$ cat src/rtl/gsel_pkg.sv
package gsel_pkg;
  typedef enum logic [1:0] {
    GR_1BLK = 2'd0,
    GR_2BLK = 2'd1,
    GR_4BLK = 2'd2,
    GR_8BLK = 2'd3
  } gran_e;

  localparam int unsigned NUM_GRAN = 4;
  localparam int unsigned GRAN_W   = 2;
endpackage

$ cat src/rtl/gsel_set_map.sv
module gsel_set_map #(
  parameter int unsigned SET_W    = 16,
  parameter int unsigned PERIOD_W = 5
) (
  input  logic [SET_W-1:0]             set_idx,
  output logic                         sampled,
  output logic [gsel_pkg::GRAN_W-1:0]  cand
);
  localparam int unsigned PW = PERIOD_W;

  logic [PW-1:0] phase;

  always_comb begin
    phase   = set_idx[PW-1:0];
    sampled = (phase < PW'(gsel_pkg::NUM_GRAN));
    cand    = phase[gsel_pkg::GRAN_W-1:0];
  end
endmodule

$ cat src/rtl/gsel_acc.sv
module gsel_acc #(
  parameter int unsigned LAT_W       = 12,
  parameter int unsigned ACC_W       = 32,
  parameter int unsigned FILL_W      = 16,
  parameter int unsigned FILL_WEIGHT = 64,
  parameter int unsigned COST_W      = ACC_W + FILL_W + 1
) (
  input  logic              clk,
  input  logic              rst,
  input  logic              clr,
  input  logic              lat_en,
  input  logic [LAT_W-1:0]  lat_in,
  input  logic              fill_en,
  output logic [COST_W-1:0] cost
);
  logic [ACC_W-1:0]  lat_q;
  logic [FILL_W-1:0] fill_q;
  logic [ACC_W-1:0]  lat_add;
  logic [ACC_W:0]    lat_sum;
  logic [FILL_W:0]   fill_sum;

  always_comb begin
    lat_add  = lat_en ? ACC_W'(lat_in) : '0;
    lat_sum  = {1'b0, lat_q} + {1'b0, lat_add};
    fill_sum = {1'b0, fill_q} + (FILL_W+1)'(fill_en);
    cost     = COST_W'(lat_q) + COST_W'(FILL_WEIGHT) * COST_W'(fill_q);
  end

  always_ff @(posedge clk) begin
    if (rst) begin
      lat_q  <= '0;
      fill_q <= '0;
    end else if (clr) begin
      lat_q  <= lat_add;
      fill_q <= FILL_W'(fill_en);
    end else begin
      lat_q  <= lat_sum[ACC_W]   ? '1 : lat_sum[ACC_W-1:0];
      fill_q <= fill_sum[FILL_W] ? '1 : fill_sum[FILL_W-1:0];
    end
  end

  // a boundary with no event leaves the sums empty
  assert_clear_on_boundary_R7: assert property (@(posedge clk) disable iff (rst)
    (clr && !lat_en && !fill_en) |=> (lat_q == '0 && fill_q == '0));

  // inside a quantum the sums never go down
  assert_no_wrap_R8: assert property (@(posedge clk) disable iff (rst)
    !clr |=> (lat_q >= $past(lat_q) && fill_q >= $past(fill_q)));
endmodule

$ cat src/rtl/gsel_argmin.sv
module gsel_argmin #(
  parameter int unsigned COST_W = 48
) (
  input  logic [gsel_pkg::NUM_GRAN-1:0][COST_W-1:0] cost,
  output logic [gsel_pkg::GRAN_W-1:0]               best
);
  always_comb begin
    best = '0;
    for (int i = 1; i < int'(gsel_pkg::NUM_GRAN); i++) begin
      if (cost[i] < cost[best]) best = gsel_pkg::GRAN_W'(i);
    end
  end
endmodule

$ cat src/rtl/gran_selector.sv
module gran_selector #(
  parameter int unsigned SET_W       = 16,
  parameter int unsigned PERIOD_W    = 5,
  parameter int unsigned LAT_W       = 12,
  parameter int unsigned ACC_W       = 32,
  parameter int unsigned FILL_W      = 16,
  parameter int unsigned FILL_WEIGHT = 64,
  parameter int unsigned QUANTUM     = 4096
) (
  input  logic             clk,
  input  logic             rst,
  input  logic             acc_valid,
  output logic             acc_ready,
  input  logic [SET_W-1:0] acc_set,
  input  logic [LAT_W-1:0] acc_lat,
  input  logic             fill_valid,
  output logic             fill_ready,
  input  logic [SET_W-1:0] fill_set,
  input  logic [SET_W-1:0] lk_set,
  output logic [1:0]       lk_gran,
  output logic [1:0]       win_gran
);
  import gsel_pkg::*;

  localparam int unsigned COST_W = ACC_W + FILL_W + 1;
  localparam int unsigned QW     = (QUANTUM > 2) ? $clog2(QUANTUM) : 1;

  logic [QW-1:0]     q_cnt;
  logic              boundary;
  gran_e             win_q;
  logic [GRAN_W-1:0] best;
  logic [NUM_GRAN-1:0][COST_W-1:0] cost;

  logic              a_samp, f_samp, l_samp;
  logic [GRAN_W-1:0] a_cand, f_cand, l_cand;

  assign acc_ready  = 1'b1;
  assign fill_ready = 1'b1;
  assign boundary   = (q_cnt == QW'(QUANTUM - 1));

  always_ff @(posedge clk) begin
    if (rst)           q_cnt <= '0;
    else if (boundary) q_cnt <= '0;
    else               q_cnt <= q_cnt + 1'b1;
  end

  gsel_set_map #(.SET_W(SET_W), .PERIOD_W(PERIOD_W)) u_amap (
    .set_idx(acc_set), .sampled(a_samp), .cand(a_cand));
  gsel_set_map #(.SET_W(SET_W), .PERIOD_W(PERIOD_W)) u_fmap (
    .set_idx(fill_set), .sampled(f_samp), .cand(f_cand));
  gsel_set_map #(.SET_W(SET_W), .PERIOD_W(PERIOD_W)) u_lmap (
    .set_idx(lk_set), .sampled(l_samp), .cand(l_cand));

  for (genvar g = 0; g < NUM_GRAN; g++) begin : g_cand
    logic lat_hit, fill_hit;
    assign lat_hit  = acc_valid  && a_samp && (a_cand == GRAN_W'(g));
    assign fill_hit = fill_valid && f_samp && (f_cand == GRAN_W'(g));

    gsel_acc #(
      .LAT_W(LAT_W), .ACC_W(ACC_W), .FILL_W(FILL_W),
      .FILL_WEIGHT(FILL_WEIGHT), .COST_W(COST_W)
    ) u_acc (
      .clk(clk), .rst(rst), .clr(boundary),
      .lat_en(lat_hit), .lat_in(acc_lat), .fill_en(fill_hit),
      .cost(cost[g])
    );

    // the chosen candidate is never beaten, and ties go to the lower code
    assert_lowest_cost_R5: assert property (@(posedge clk) disable iff (rst)
      (cost[best] <= cost[g]) && ((cost[g] == cost[best]) -> (best <= GRAN_W'(g))));
  end

  gsel_argmin #(.COST_W(COST_W)) u_pick (.cost(cost), .best(best));

  always_ff @(posedge clk) begin
    if (rst)           win_q <= GR_1BLK;
    else if (boundary) win_q <= gran_e'(best);
  end

  assign win_gran = win_q;
  assign lk_gran  = l_samp ? l_cand : win_q;

  // the block never stalls either event stream
  assert_always_ready_R1: assert property (@(posedge clk) disable iff (rst)
    acc_ready && fill_ready);

  // the winner holds between quantum boundaries
  assert_winner_hold_R6: assert property (@(posedge clk) disable iff (rst)
    !boundary |=> $stable(win_gran));

  // a sample set reports its own candidate
  assert_sample_lookup_R2: assert property (@(posedge clk) disable iff (rst)
    (lk_set[PERIOD_W-1:0] < PERIOD_W'(NUM_GRAN)) |-> (lk_gran == lk_set[1:0]));

  // any other set follows the winner
  assert_follow_lookup_R3: assert property (@(posedge clk) disable iff (rst)
    (lk_set[PERIOD_W-1:0] >= PERIOD_W'(NUM_GRAN)) |-> (lk_gran == win_gran));
endmodule

$ cat config.mk
export PLATFORM = sky130hd
export DESIGN_NAME = gran_selector
export DESIGN_NICKNAME = d
export VERILOG_FILES = /design/src/rtl/gsel_pkg.sv /design/src/rtl/gsel_set_map.sv /design/src/rtl/gsel_acc.sv /design/src/rtl/gsel_argmin.sv /design/src/rtl/gran_selector.sv
export SDC_FILE = /design/constraint.sdc
export NUM_CORES = 1
export LEC_CHECK = 0
export BUFFER_PORTS_ARGS = -buffer_cell sky130_fd_sc_hd__buf_2
export CELL_PAD_IN_SITES_DETAIL_PLACEMENT = 0
export CELL_PAD_IN_SITES_GLOBAL_PLACEMENT = 2
export CORE_MARGIN = 1.5
export CORE_UTILIZATION = 35
export DETAILED_ROUTE_END_ITERATION = 10
export GPL_TIMING_DRIVEN = 0
export PLACE_DENSITY_LB_ADDON = 0.1
export SLEW_MARGIN = 25
export SYNTH_ARGS = -nofsm -noshare
export SYNTH_HDL_FRONTEND = slang
export SYNTH_HIERARCHICAL = 1
export SYNTH_SLANG_ARGS = --single-unit
$ cat constraint.sdc
create_clock -name clk -period 8.9 [get_ports clk]
set_input_delay 1.78 -clock clk [delete_from_list [all_inputs] [get_ports clk]]
set_output_delay 1.78 -clock clk [all_outputs]
set_load 0.03 [all_outputs]
Word level (Yosys, flattened, before mapping)
Cells that the tools add are included.

cells by class
  add/sub/neg operators = 13
  $lt $le $gt $ge = 8
  eq/ne operators = 7
  multiplexer cells = 28
  reductions and logical operators = 13

operator list
  cell                   number
  $mux 32                8
  $bmux 49 s2            2
  $add 32x22->33         4
  $add 32x32->33         4
  $lt 33x49->1           2
  $mux 49                2
  $add 16x1->17          4
  $mux 16                4
  $mux 12                4
  $lt 33x33->1           1
  $lt 5x3->1 const B     3
  $add 12x1->12 const B  1
  $eq 12x12->1 const B   1
  $logic_and 1x1->1      10
  $eq 2x2->1 const B     4
  $mux 2                 3
  $mux 1                 5
  $eq 2x1->1 const B     2
  $logic_not 2->1        2
  $lt 1x3->1 const B     1
  $lt 2x3->1 const B     1
  $reduce_or 2->1        1

storage, ports and cells
  register bits after elaboration = 206
  bits of input ports = 64
  output and inout port bits = 6
  word-level logic and storage cells = 83

Depth between registers and ports, before layout
Gate-level depths: netlist of the first run.

  depth in word-level cells = 11
  mapped depth = 41

By module
Netlist of the first run, hierarchy kept.

by module, submodules not included
  module                          instances  cells an instance  area each (sq um)  seq. area each (sq um)
  gsel_acc (g_cand[0].u_acc ...)  2          487                3952.5             960.9
  gsel_argmin                     1          627                4529.3             0.0
  gsel_acc (g_cand[2].u_acc)      1          503                3936.3             960.9
  gsel_acc (g_cand[1].u_acc)      1          487                3893.7             960.9
  gran_selector                   1          88                 719.4              280.3
  gsel_set_map                    3          3                  25.0               0.0

Worst setup path before layout of the first run
Ideal clock, no wire load.

  kind = register -> register
  start = register g_cand[1].u_acc.lat_q[6]
  end = register win_q[0] (netlist: win_gran[0])
  setup time = 0.072 ns
  data arrival time = 8.278 ns
  data required time = 8.828 ns
  slack = 0.550 ns
  cell stages (with the launch flop) = 40
  path buffers = 3
  clock period less this slack = 8.350 ns
  path through = dfxtp_1 ha_1 fa_1 a211oi_1 nor4b_1 and4bb_2 nor3_1 o31ai_1 a21boi_1 xor2_1 ha_1 nand4_1 nor4_1 a221oi_1 a31oi_1 a211oi_2 clkbuf_1 buf_2 (+4 left out) o21a_1 or4_1 a211oi_1 o31ai_1 a21oi_1 buf_4 mux2_1 ha_1 a2111oi_0 o21ai_0 a221oi_1 o211ai_1 a21oi_1 and2_0 a32oi_1 o211ai_1 nand2_1 mux2i_1

RTL lines
  item                      RTL line             text
  start: declaration        gsel_acc.sv:16       logic [ACC_W-1:0] lat_q;
  start signal: assignment  gsel_acc.sv:34       lat_q <= lat_add;
  start signal: assignment  gsel_acc.sv:37       lat_q <= lat_sum[ACC_W] ? '1 : lat_sum[ACC_W-1:0];
  end signal: assignment    gran_selector.sv:77  else if (boundary) win_q <= gran_e'(best);
  end: declaration          gran_selector.sv:30  gran_e win_q;

==> out/summary.md, run 1 <==
The flow ran to the end, but the final reports show violations. The checks that failed: setup timing. The cell with the largest stage delay on the worst path was sky130_fd_sc_hd__or4_4.

The average wire per standard cell was 18.60 um; the depth of the CTS H-tree was 1. The horizontal extent of the die is 248.3 um. The main flop type after synthesis is sky130_fd_sc_hd__dfxtp_1. The largest stage delay on the critical path is 0.60 ns, and the first-pass GRT wire length is 106.5 mm. The total count of max-transition violations in the final report came out at 0. Setup repair after global routing could not meet its margin everywhere. After detailed routing, the number of vias per cell comes to 5.300. The startpoint kind of the worst setup timing path was a flip-flop.

The total routing usage reported by global routing was 22.05%; the worst setup slack after layout was -0.1176 ns. Number of antenna violations at the first check in global routing: 0. STA classifies the critical path endpoint as a flip-flop.

The number of global-route vias before repair was 19000. The path class of the tightest hold or removal check is reg2reg. At the worst endpoint, the required time is 9.44 ns.

In this run the deepest clock path goes through 3 buffers. Relative to the synthesized area, the layout overhead comes to 18.38%. STA puts the critical path data arrival time at 9.56 ns.

The worst hold slack across all endpoints is 0.4630 ns, and the post-CTS clock slew at the launch and capture registers of the worst setup and hold paths is 0.06 ns. Power per standard cell area: 101.6 nW/um^2. The final HPWL from detailed placement was 54.15 mm; the number of warning messages in the yosys log was 6. At the pin with the least slew margin, the transition time is 0.9204 ns.

The share of async-settable or async-resettable flops after synthesis came out at 0%. The portion of the post-synthesis area used by sequential elements was 19.58%. Before CTS, the worst setup slack after placement is -2.125 ns.

In this run, placement finished with an instance count of 3550. Of all nets on the critical path, the largest fanout is 6. The logs give 68.47 mm for the final wirelength and 993 for the number of DRC markers after the initial detailed-route iteration. Top-level port count: 70. For this run, the top clock speed supported by timing is 0.1109 GHz. The final layout contains 3223 nets. The logs give 206 for the CTS sink count and 21060 sq um for the netlist area before placement.

The tools report the site row count as 89. The number of enable-type register cells in the synthesized netlist was 0. For the DRC violation count after routing, the log shows 0. The worst-case IR drop observed on VDD is 0.0001375 V. The routed layout has 19520 vias. The tree is rooted in a sky130_fd_sc_hd__clkbuf_16. The most prevalent standard cell on the critical path was sky130_fd_sc_hd__buf_4.

Routability-driven placement finished with a final weighted congestion of 0.8604. Number of flip-flops and latches in the synthesized netlist: 206. For the count of final setup violators, the log shows 1.

Clock period minus worst slack: 9.018 ns. In this run the tightest slew margin relative to its limit is 38.18%. In this design, the largest share of critical-path delay is due to compound AO/OA/AOI/OAI gates.

The tools report the number of buffers inserted by hold repair at cts as 0. In the layout the commonest cells are 283 x sky130_fd_sc_hd__a21oi_1, 248 x sky130_fd_sc_hd__ha_1, 209 x sky130_fd_sc_hd__nand2_1. In this run the remaining antenna-violating nets after routing total 0. Synthesis produced a netlist whose cell count is 2688. Count of buffer and inverter cells on the critical path: 17. A synthesized cell averages 7.834 sq um.

TritonCTS built the clock tree. During placement, the flow inserted port buffers numbering 28. The hold violation total from the final report is 0. After floorplanning, the core was sized to cover 59240 sq um. The final period utilization came out at 101.3%.

Cells with a size suffix above 1 make up 18.71% of the layout. Commonest non-fill, non-tap cell in the layout: sky130_fd_sc_hd__a21oi_1. The logs give 0 for the total congestion overflow and 5 for the iteration count of the initial detailed-routing pass.

The run gives 3682 as the number of standard cells in the layout, taps in and fillers out. Clock tree synthesis inserted a total of 28 buffers. For the final database, setup skew stands at 0.05059 ns. Counting distinct cell types in the post-synthesis netlist gives 94. The analysis attributes to cell leakage a power of 10.80 nW. The y dimension of the die works out to 248.3 um. Entering global routing, the biggest net connects 23 pins. Once the floorplan was initialized, standard cells occupied 35.55% of the core. Clock latency on the worst-skew pair, taken at its later pin, is 0.61 ns.

For the full die area, the log shows 61650 sq um. The critical path class is reg2reg. Max-cap violations in this run came to 0.
## flip-flops by register name, summed over array words and instances (netlist names)
register and flops:
g_cand.u_acc/fill_q 64, q_cnt 12, g_cand.u_acc/lat_q 128, win_gran 2
## metal layers
layer  part of all wire [%]  track usage, %  up-vias
met5                      0               0        -
met3                    3.6           2.306       69
li1                       -               -     9948
met4                    2.2           4.908        0
met1                     50           31.09     9149
met2                     44           35.97      350
## worst reg2reg max path: cells and delay by family (launching register included)
| family | cells | cell delay [ns] |
|---|---|---|
| buffers and inverters | 17 | 2.11 |
| AND/OR/NAND/NOR | 9 | 1.97 |
| flip-flops | 1 | 0.36 |
| adder cells (fa/ha/maj) | 4 | 1.11 |
| XOR/XNOR | 1 | 0.19 |
| multiplexers | 2 | 0.53 |
| AO/OA/AOI/OAI | 14 | 2.69 |
## kinds of logic (layout without fill, tap and decap cells)
family	after synthesis	after routing	synth area share [%]
XOR/XNOR	218	218	9.067
AO/OA/AOI/OAI	681	681	20.82
buffers and inverters	380	539	9.429
AND/OR/NAND/NOR	866	866	21.40
adder cells (fa/ha/maj)	273	273	16.51
flip-flops	206	206	19.58
multiplexers	59	59	3.107
other	5	67	0.08913
## cell type report
type | count | area [sq um]
repair buffers | 107 | 757.0
well taps | 773 | 967.2
plain buffers | 183 | 1326
diodes | 1 | 2.502
clock buffers | 39 | 812.0
inverters | 197 | 739.5
fillers | 6112 | 34310
clock inverters | 13 | 201.4
flip-flops and latches | 206 | 4139
multi-input cells | 2163 | 15990
## timing repair
| item | 4_1_cts | 5_1_grt |
|---|---|---|
| pin swaps | 48 | 34 |
| buffers inserted | 72 | 6 |
| gates resized for setup | 147 | 41 |
| cloned | 1 | 0 |
| endpoints found under the setup margin | 2 | 2 |
## synth_stat cells, drive strengths merged, types with 12 or more instances
cell	instances	area, sq um
or2	13	86.34
or3	22	145.1
a31oi	15	100.1
xnor2	126	1104
a211oi	72	650.6
a21o	37	277.8
xor2	92	805.8
nor2b	12	75.07
inv	197	739.5
clkbuf	45	191.4
buf	132	994.7
o211ai	23	172.7
nor2	206	778.2
o31ai	13	102.6
nor3	92	595.6
nand4	71	475.5
ha	265	3316
nor4	28	220.2
a21oi	320	1658
a221oi	19	166.4
nand2	213	799.5
nand2b	13	81.33
mux2	51	574.3
o21a	23	172.7
o21ai	90	473.0
and3	37	246.5
dfxtp	206	4124
nand3	106	578.1
## final timing paths
check / start / endpoint / slack [ns] / depth (start not counted)
min: q_cnt[0] / q_cnt[0] / 0.46 / 1
min reg2reg: q_cnt[0] / q_cnt[0] / 0.46 / 1
max: g_cand[0].u_acc/fill_q[0] / win_gran[0] / -0.12 / 47
max reg2reg: g_cand[0].u_acc/fill_q[0] / win_gran[0] / -0.12 / 47
## metrics by stage
stage	util (%)	area [sq um]	TNS [ns]	power, W
floorplan	-	21290	0	0.001160
global placement	37.80	22400	-3.609	0.001221
detailed placement	37.80	22400	-4.046	0.001222
CTS	41.67	24690	-0.08393	0.002529
global route	42.08	24930	-0.6271	0.002639
finish	42.08	24930	-0.1176	0.002533
## report_power, final
group	leakage, nW	switching, W	internal (W)
Sequential	1.66	0.00000362	0.000925
Clock	0.501	0.000492	0.000756
Combinational	8.64	0.000199	0.000157
(Power assumes the default switching activity.)
==> run 2, diff against run 1 <==
--- a/config.mk
+++ b/config.mk
@@ -9,7 +9,8 @@
 export CELL_PAD_IN_SITES_DETAIL_PLACEMENT = 0
 export CELL_PAD_IN_SITES_GLOBAL_PLACEMENT = 2
 export CORE_MARGIN = 1.5
-export CORE_UTILIZATION = 35
+export CORE_UTILIZATION = 36
+export CTS_BUF_LIST = sky130_fd_sc_hd__clkbuf_4 sky130_fd_sc_hd__clkbuf_8
 export DETAILED_ROUTE_END_ITERATION = 10
 export GPL_TIMING_DRIVEN = 0
 export PLACE_DENSITY_LB_ADDON = 0.1
==> out/summary.md, run 2 (synthesis results as in run 1) <==
The flow ran to the end, and the final reports show no timing, DRC or antenna violations. The clock latency of the later-clocked register in the worst-skew pair is 0.67 ns (+0.06 ns). The count of buffers from port buffering is 28 (unchanged). The logs give 934 (-5.9%) for the number of DRC markers after the initial detailed-route iteration and 5 (unchanged) for the iteration count of the initial detailed-routing pass. On the critical path, the stage with the largest delay is an instance of sky130_fd_sc_hd__or4_4.

The number of global-route vias before repair is 19300 (+1.6%). The kind of path behind the tightest hold check is reg2reg. The final HPWL from detailed placement is 53.35 mm (-1.5%). The tools report the startpoint kind of the worst setup timing path as a flip-flop. The horizontal extent of the die is 244.9 um (-1.4%), and the largest stage delay on the critical path is 0.60 ns (about the same).

The logs give 3228 (+0.16%) for the layout net count and 67.80 mm (-0.98%) for the final wirelength. For the CTS sink count, the log shows 206 (unchanged). The total count of max-transition violations in the final report was 0 (unchanged). The post-CTS clock slew at the launch and capture registers of the worst setup and hold paths is 0.06 ns (about the same), and the slew at the pin closest to its max-slew limit is 1.080 ns (+0.1591 ns). The average wire per standard cell is 18.38 um (-1.1%). The y dimension of the die is 244.9 um (-1.4%), and the via count of the routed design is 19680 (+0.85%). The DRC violation count after routing is 0 (unchanged), and the worst slew margin relative to its limit is 27.37% (-11 points). Setup repair after global routing could not meet its margin everywhere.

The total routing usage reported by global routing came out at 22.58% (+0.53 points). Power per standard cell area: 99.72 nW/um^2 (-1.8%). Leaving out fill and tap cells, the most frequent cell in the layout is sky130_fd_sc_hd__a21oi_1.

The logs give 3 (unchanged) for the maximum number of buffers from clock root to sink and 2 (+1) for the depth of the CTS H-tree. The tools report the global placement routability congestion as 0.8624 (+0.23%). The largest net degree at the start of global routing was 23 (unchanged); the cell count after placement was 3542 (-0.23%). The tools report the capturing element type of the critical path as a flip-flop. The tools report the first-pass GRT wire length as 106.8 mm (+0.28%). For the full die area, the log shows 59960 sq um (-2.7%). The area of all placed cells without fillers came out at 24650 sq um (-1.1%). Post-placement cell area: 22390 sq um (about the same).

The tools report the number of buffers inserted by hold repair at cts as 0 (unchanged). The clock period minus worst slack was 8.744 ns (-0.2735 ns); the site row count was 88 (-1.1%). For the setup skew after layout, the log shows 0.06239 ns (+0.01180 ns).

The worst setup slack after layout came out at 0.1559 ns (+0.2735 ns). The tree is rooted in a sky130_fd_sc_hd__clkbuf_8. The vias per cell is 5.337 (+0.69%).

The logs give 70 (unchanged) for the top-level port count and 0 (unchanged) for the total congestion overflow. The run gives 10.72 nW (-0.75%) as the leakage power total. TritonCTS built the clock tree. The flip-flop count of the largest register, all copies and words added came out at 128 (unchanged).

For the standard cell core area, the log shows 57810 sq um (-2.4%). The most prevalent standard cell on the critical path was sky130_fd_sc_hd__buf_4. The final period utilization was 98.25% (-3.1 points). The worst slack after detailed placement is -2.011 ns (+0.1134 ns), and the number of buffers created by CTS is 45 (+61%).

For the initial cell density of the core, the log shows 36.43% (+0.88 points). The logs give 0 (unchanged) for the post-detailed-route count of antenna-violating nets and 9.31 ns (-0.25 ns) for the data arrival time of the critical path. In the final layout, the registers with the most flip-flops are g_cand.u_acc/lat_q: 128 flops, g_cand.u_acc/fill_q: 64 flops, q_cnt: 12 flops. The register with the most flip-flops in the final layout is g_cand.u_acc/lat_q. The maximum fanout encountered on the critical timing path is 10 (+4), and the number of antenna violations at the first check in global routing is 2 (+2). By startpoint and endpoint, the worst setup path is classified as reg2reg. The tools report the number of standard cells in the layout, taps in and fillers out as 3688 (+0.16%). The synthesis-to-layout area growth works out to 17.04%. The proportion of layout cells with a drive suffix above 1 is 19.13% (+0.42 points).

For the top achievable clock speed, the log shows 0.1144 GHz (+3.1%). The highest ir drop seen on vdd was 0.00009084 V (-34%). Number of max-cap violations: 0 (unchanged). Leaving out fill and tap cells, the most frequent cells in the layout are 281 x sky130_fd_sc_hd__a21oi_1, 247 x sky130_fd_sc_hd__ha_1, 211 x sky130_fd_sc_hd__nand2_1. The run gives 0.4684 ns (+0.005317 ns) as the worst hold slack across all endpoints.

For the data required time at the worst endpoint, the log shows 9.47 ns (+0.03 ns). The run gives 0 (unchanged) as the hold violation total from the final report. The run gives 0 (-1) as the count of final setup violators.
==> run 2: cell count changes in the layout (fill, tap and decap cells not counted), moves of 4 or more <==
cell                        delta
sky130_fd_sc_hd__clkbuf_8     +51
sky130_fd_sc_hd__clkbuf_16    -29
sky130_fd_sc_hd__buf_4        -13
sky130_fd_sc_hd__a21oi_2       +9
sky130_fd_sc_hd__clkbuf_4      +9
sky130_fd_sc_hd__a21oi_4       -7
sky130_fd_sc_hd__clkbuf_1      -5
sky130_fd_sc_hd__xor2_1        +4
sky130_fd_sc_hd__xor2_2        -4
==> run 2: where the power goes <==
part	switching, W	total [W]	leakage [nW]	internal [W]
clock network	0.000515	0.00118	0.518	0.000669
registers	0.00000375	0.000930	1.66	0.000927
logic	0.000192	0.000344	8.54	0.000153
==> run 2: what timing repair did <==
action,CTS,global route
resized for setup,119,55
setup buffers,59,12
endpoints found under the setup margin,2,2
pin swaps,47,39
==> run 2: per-layer routing <==
| layer | vias to the layer above | global-route usage, % | wire length (um) |
|---|---|---|---|
| li1 | 9934 | - | - |
| met1 | 9247 | 31.38 | 33030 |
| met2 | 394 | 35.80 | 29670 |
| met3 | 105 | 2.919 | 3053 |
| met4 | 2 | 7.607 | 2033 |
| met5 | - | 0 | 13 |
==> run 2: per-stage QoR <==
stage	util, %	setup TNS (ns)	power (W)
finish	42.64	0	0.002458
global route	42.64	-0.3735	0.002571
CTS	42.14	0	0.002466
detailed placement	38.73	-3.875	0.001221
global placement	38.73	-3.636	0.001220
floorplan	-	0	0.001160
==> run 2: layout make-up <==
type | instances | area (sq um)
fillers | 5959 | 33160
clock inverters | 12 | 130.1
plain buffers | 180 | 1296
repair buffers | 98 | 684.4
multi-input cells | 2163 | 15860
well taps | 765 | 957.2
flip-flops and latches | 206 | 4134
clock buffers | 66 | 845.8
inverters | 197 | 739.5
diodes | 1 | 2.502
==> run 2: path summary, 6_finish.rpt <==
path / start / endpoint / slack [ns] / cells after the start
worst max-delay path: g_cand[0].u_acc/lat_q[6] / win_gran[0] / 0.16 / 48
worst max register to register: g_cand[0].u_acc/lat_q[6] / win_gran[0] / 0.16 / 48
worst min register to register: q_cnt[0] / q_cnt[0] / 0.47 / 1
worst min-delay path: q_cnt[0] / q_cnt[0] / 0.47 / 1
==> run 2: critical path: cells and delay by family, from the launching register on <==
family / cells / cell delay (ns)
AOI/OAI and AO/OA: 15 / 2.56
xor gates and xnor gates: 1 / 0.32
adders and majority gates: 4 / 0.92
buffers and inverters: 17 / 2.16
DFF: 1 / 0.34
muxes: 2 / 0.53
and+or+nand+nor: 9 / 1.83
==> run 3, diff against run 2 <==
--- a/config.mk
+++ b/config.mk
@@ -6,10 +6,11 @@
 export NUM_CORES = 1
 export LEC_CHECK = 0
 export BUFFER_PORTS_ARGS = -buffer_cell sky130_fd_sc_hd__buf_2
+export CAP_MARGIN = 10
 export CELL_PAD_IN_SITES_DETAIL_PLACEMENT = 0
 export CELL_PAD_IN_SITES_GLOBAL_PLACEMENT = 2
 export CORE_MARGIN = 1.5
-export CORE_UTILIZATION = 36
+export CORE_UTILIZATION = 40
 export CTS_BUF_LIST = sky130_fd_sc_hd__clkbuf_4 sky130_fd_sc_hd__clkbuf_8
 export DETAILED_ROUTE_END_ITERATION = 10
 export GPL_TIMING_DRIVEN = 0
==> constraint.sdc (replaced) <==
create_clock -name clk -period 10.9 [get_ports clk]
set_input_delay 2.18 -clock clk [delete_from_list [all_inputs] [get_ports clk]]
set_output_delay 2.18 -clock clk [all_outputs]
set_load 0.03 [all_outputs]
==> out/summary.md, run 3 (synthesis results as in run 1) <==
The CTS sink count came out at 206 (unchanged). The leakage power total was 10.18 nW (-5.0%); the largest net degree at the start of global routing was 23 (unchanged). The logs give 0 ns (unchanged) for the post-route setup TNS and 5338 (-10%) for the fill cell instance count of the final layout.

The commonest non-fill, non-tap cell in the layout was sky130_fd_sc_hd__a21oi_1. The run finished with clean final reports. The part of the total power dissipated in sequential elements was 39.8% (+1.9 points); the count of buffers from port buffering was 28 (unchanged). The flip-flop count of the largest register, all copies and words added is 128 (unchanged), and the average wire per standard cell is 18.24 um (-0.76%). In this run the critical register-to-register path is launched from g_cand[1].u_acc/lat_q[12].

The standard cell core area came out at 51720 sq um (-11%). For the data required time at the worst endpoint, the log shows 11.38 ns (+1.91 ns). Y dimension of the die: 232.5 um (-5.1%).

Final HPWL from detailed placement: 52.27 mm (-2.0%). The setup path with the least slack is of type reg2reg. The switching part of the total power is 28.40% (-0.48 points). The maximum number of buffers from clock root to sink was 3 (unchanged); the worst slew margin relative to its limit was 37.49% (+10 points). For the top-level port count, the log shows 70 (unchanged).

The number of antenna violations at the first check in global routing was 1 (-1); the data arrival time of the critical path was 10.45 ns (+1.14 ns). The maximum fanout encountered on the critical timing path came out at 10 (unchanged). The tools report the met2 global-route usage as 38.35% (+2.5 points). The final period utilization works out to 91.49% (-6.8 points).

The relative contribution of combinational cells to total power was 12.9% (-1.1 points). The critical path ends at win_gran[0]. For the number of DRC markers after the initial detailed-route iteration, the log shows 1111 (+19%).

The clock period minus worst slack works out to 9.973 ns (+1.228 ns). The register with the highest flop count is g_cand.u_acc/lat_q. The site row count came out at 83 (-5.7%). The global-route layer with the greatest usage was met2. The met3 usage in global routing came out at 2.831% (-0.088 points). The number of buffers inserted by hold repair at cts is 0 (unchanged). The tools report the beginning of the critical path as g_cand[1].u_acc/lat_q[12]. Layout net count: 3162 (-2.0%). The tools report the share of the core filled with cells as 44.99% (+2.4 points).

The library cells used most frequently in the layout, excluding fill and tap cells, are 305 x sky130_fd_sc_hd__a21oi_1, 265 x sky130_fd_sc_hd__ha_1, 213 x sky130_fd_sc_hd__nand2_1. The power per standard cell area works out to 81.93 nW/um^2 (-18%). For the register-to-register setup slack, the log shows 0.93 ns (+0.77 ns).

The min-delay analysis places its worst path in the category reg2reg. The number of buffers created by CTS was 42 (-6.7%). In this design, the critical path's most frequently occurring cell is sky130_fd_sc_hd__ha_1.

Total count of max-transition violations in the final report: 0 (unchanged). The run gives 0 (unchanged) as the hold violation total from the final report. The final wirelength was 64.51 mm (-4.9%); the iteration count of the initial detailed-routing pass was 5 (unchanged). The worst setup slack after layout is 0.9275 ns (+0.7716 ns), and the largest stage delay on the critical path is 0.69 ns (+0.09 ns). For the setup skew after layout, the log shows 0.02834 ns (-0.03405 ns).

The cell with the largest stage delay on the worst path is sky130_fd_sc_hd__nor4_1. The DRC violation count after routing was 0 (unchanged); the met1 usage in global routing was 33.63% (+2.3 points). Capturing element type of the critical path: a flip-flop. Internal power contribution: 0.001365 W (-22%).

The tools report the master cell of the clock root buffer as sky130_fd_sc_hd__clkbuf_8. Horizontal extent of the die: 232.5 um (-5.1%). Worst slack after detailed placement: 0.1141 ns (+2.125 ns). The cell count after placement is 3457 (-2.4%). The logs give 0 (unchanged) for the total congestion overflow and 40.72% (+4.3 points) for the initial cell density of the core. The tools report the startpoint kind of the worst setup timing path as a flip-flop. The switching power is 0.0005415 W (-24%), and the vias per cell is 5.464 (+2.4%). The part of the total power dissipated in the clock network is 47.3% (-0.8 points).

The tools report the highest ir drop seen on vdd as 0.00008197 V (-9.8%). The global placement routability congestion was 0.8919 (+3.4%); the proportion of layout cells with a drive suffix above 1 was 13.38% (-5.7 points). The run gives 2 (unchanged) as the depth of the CTS H-tree. Number of cells on the worst reg-to-reg path: 37 (-23%). Synthesis-to-layout area growth: 10.50%. Number of max-cap violations: 0 (unchanged). The tools report the worst hold path startpoint as q_cnt[0]. The largest registers in the layout are g_cand.u_acc/lat_q: 128 flops, g_cand.u_acc/fill_q: 64 flops, q_cnt: 12 flops.

The slew at the pin closest to its max-slew limit is 0.9325 ns (-0.1470 ns). The full die area was 54030 sq um (-9.9%); the post-CTS clock slew at the launch and capture registers of the worst setup and hold paths was 0.06 ns (about the same). The tools report the top achievable clock speed as 0.1003 GHz (-12%). The tools report the via count of the routed design as 19320 (-1.8%). TritonCTS built the clock tree. The clock latency of the later-clocked register in the worst-skew pair was 0.63 ns (-0.04 ns); the total routing usage reported by global routing was 23.95% (+1.4 points). The number of standard cells in the layout, taps in and fillers out is 3536 (-4.1%). The count of final setup violators is 0 (unchanged). For the first-pass GRT wire length, the log shows 101.6 mm (-4.9%). The tools report the capture point of the worst reg-to-reg path as win_gran[0]. The logs give 18410 (-4.6%) for the number of global-route vias before repair and 0 (unchanged) for the post-detailed-route count of antenna-violating nets.
[run 3: how the worst min path moves through the flow]
stage / endpoint / slack (ns) / cells past startpoint
finish: q_cnt[0] / 0.47 / 1
global route: q_cnt[0] / 0.51 / 1
CTS: q_cnt[0] / 0.47 / 1
detailed placement: q_cnt[0] / 0.46 / 1
global placement: q_cnt[0] / 0.44 / 1
floorplan: q_cnt[0] / 0.43 / 1
[run 3: metal layers]
metal  wire [um]  vias to the layer above
met1       32080                     9078
met5           0                        -
met3        2486                       81
met4        1492                        0
met2       28450                      333
li1            -                     9829
[run 3: layout make-up]
| type | count | area [sq um] | area share, % |
|---|---|---|---|
| inverters | 197 | 739.5 | 3.178 |
| flip-flops and latches | 206 | 4124 | 17.72 |
| multi-input cells | 2163 | 15220 | 65.42 |
| plain buffers | 183 | 1249 | 5.366 |
| repair buffers | 32 | 170.2 | 0.7313 |
| well taps | 680 | 850.8 | 3.656 |
| clock inverters | 7 | 82.58 | 0.3549 |
| clock buffers | 66 | 827.0 | 3.554 |
| diodes | 2 | 5.005 | 0.02151 |
[run 3: power by group through the flow]
| stage | logic [W] | registers, W | clock network [W] |
|---|---|---|---|
| after floorplan | 0.000172 | 0.000775 | 0 |
| after global placement | 0.000218 | 0.000775 | 0 |
| after detailed placement | 0.000219 | 0.000775 | 0 |
| after CTS | 0.000220 | 0.000759 | 0.000935 |
| after global routing | 0.000277 | 0.000759 | 0.000967 |
| final | 0.000246 | 0.000759 | 0.000902 |
[run 3: critical path: cells and delay by family, from the launching register on]
kind            cells  cell delay [ns]
compound gates     15             3.26
simple gates       12             3.25
fa+ha+maj           4             1.38
buf+inv             3             0.81
mux                 2             0.45
flops               1             0.41
xor+xnor            1             0.30
[run 3: per-stage QoR]
step	hold slack [ns]	cell area [sq um]	total power [W]
after CTS	0.4744	23190	0.001914
final	0.4660	23270	0.001907
after global routing	0.5094	23270	0.002003
after floorplan	0.4300	21290	0.0009468
after global placement	0.4378	22280	0.0009929
after detailed placement	0.4614	22280	0.0009949
[run 3: repair_timing]
action,4_1_cts,5_1_grt
hold endpoints to repair,0,0
setup endpoints to repair,0,2
setup buffers,0,4
resized for setup,0,12
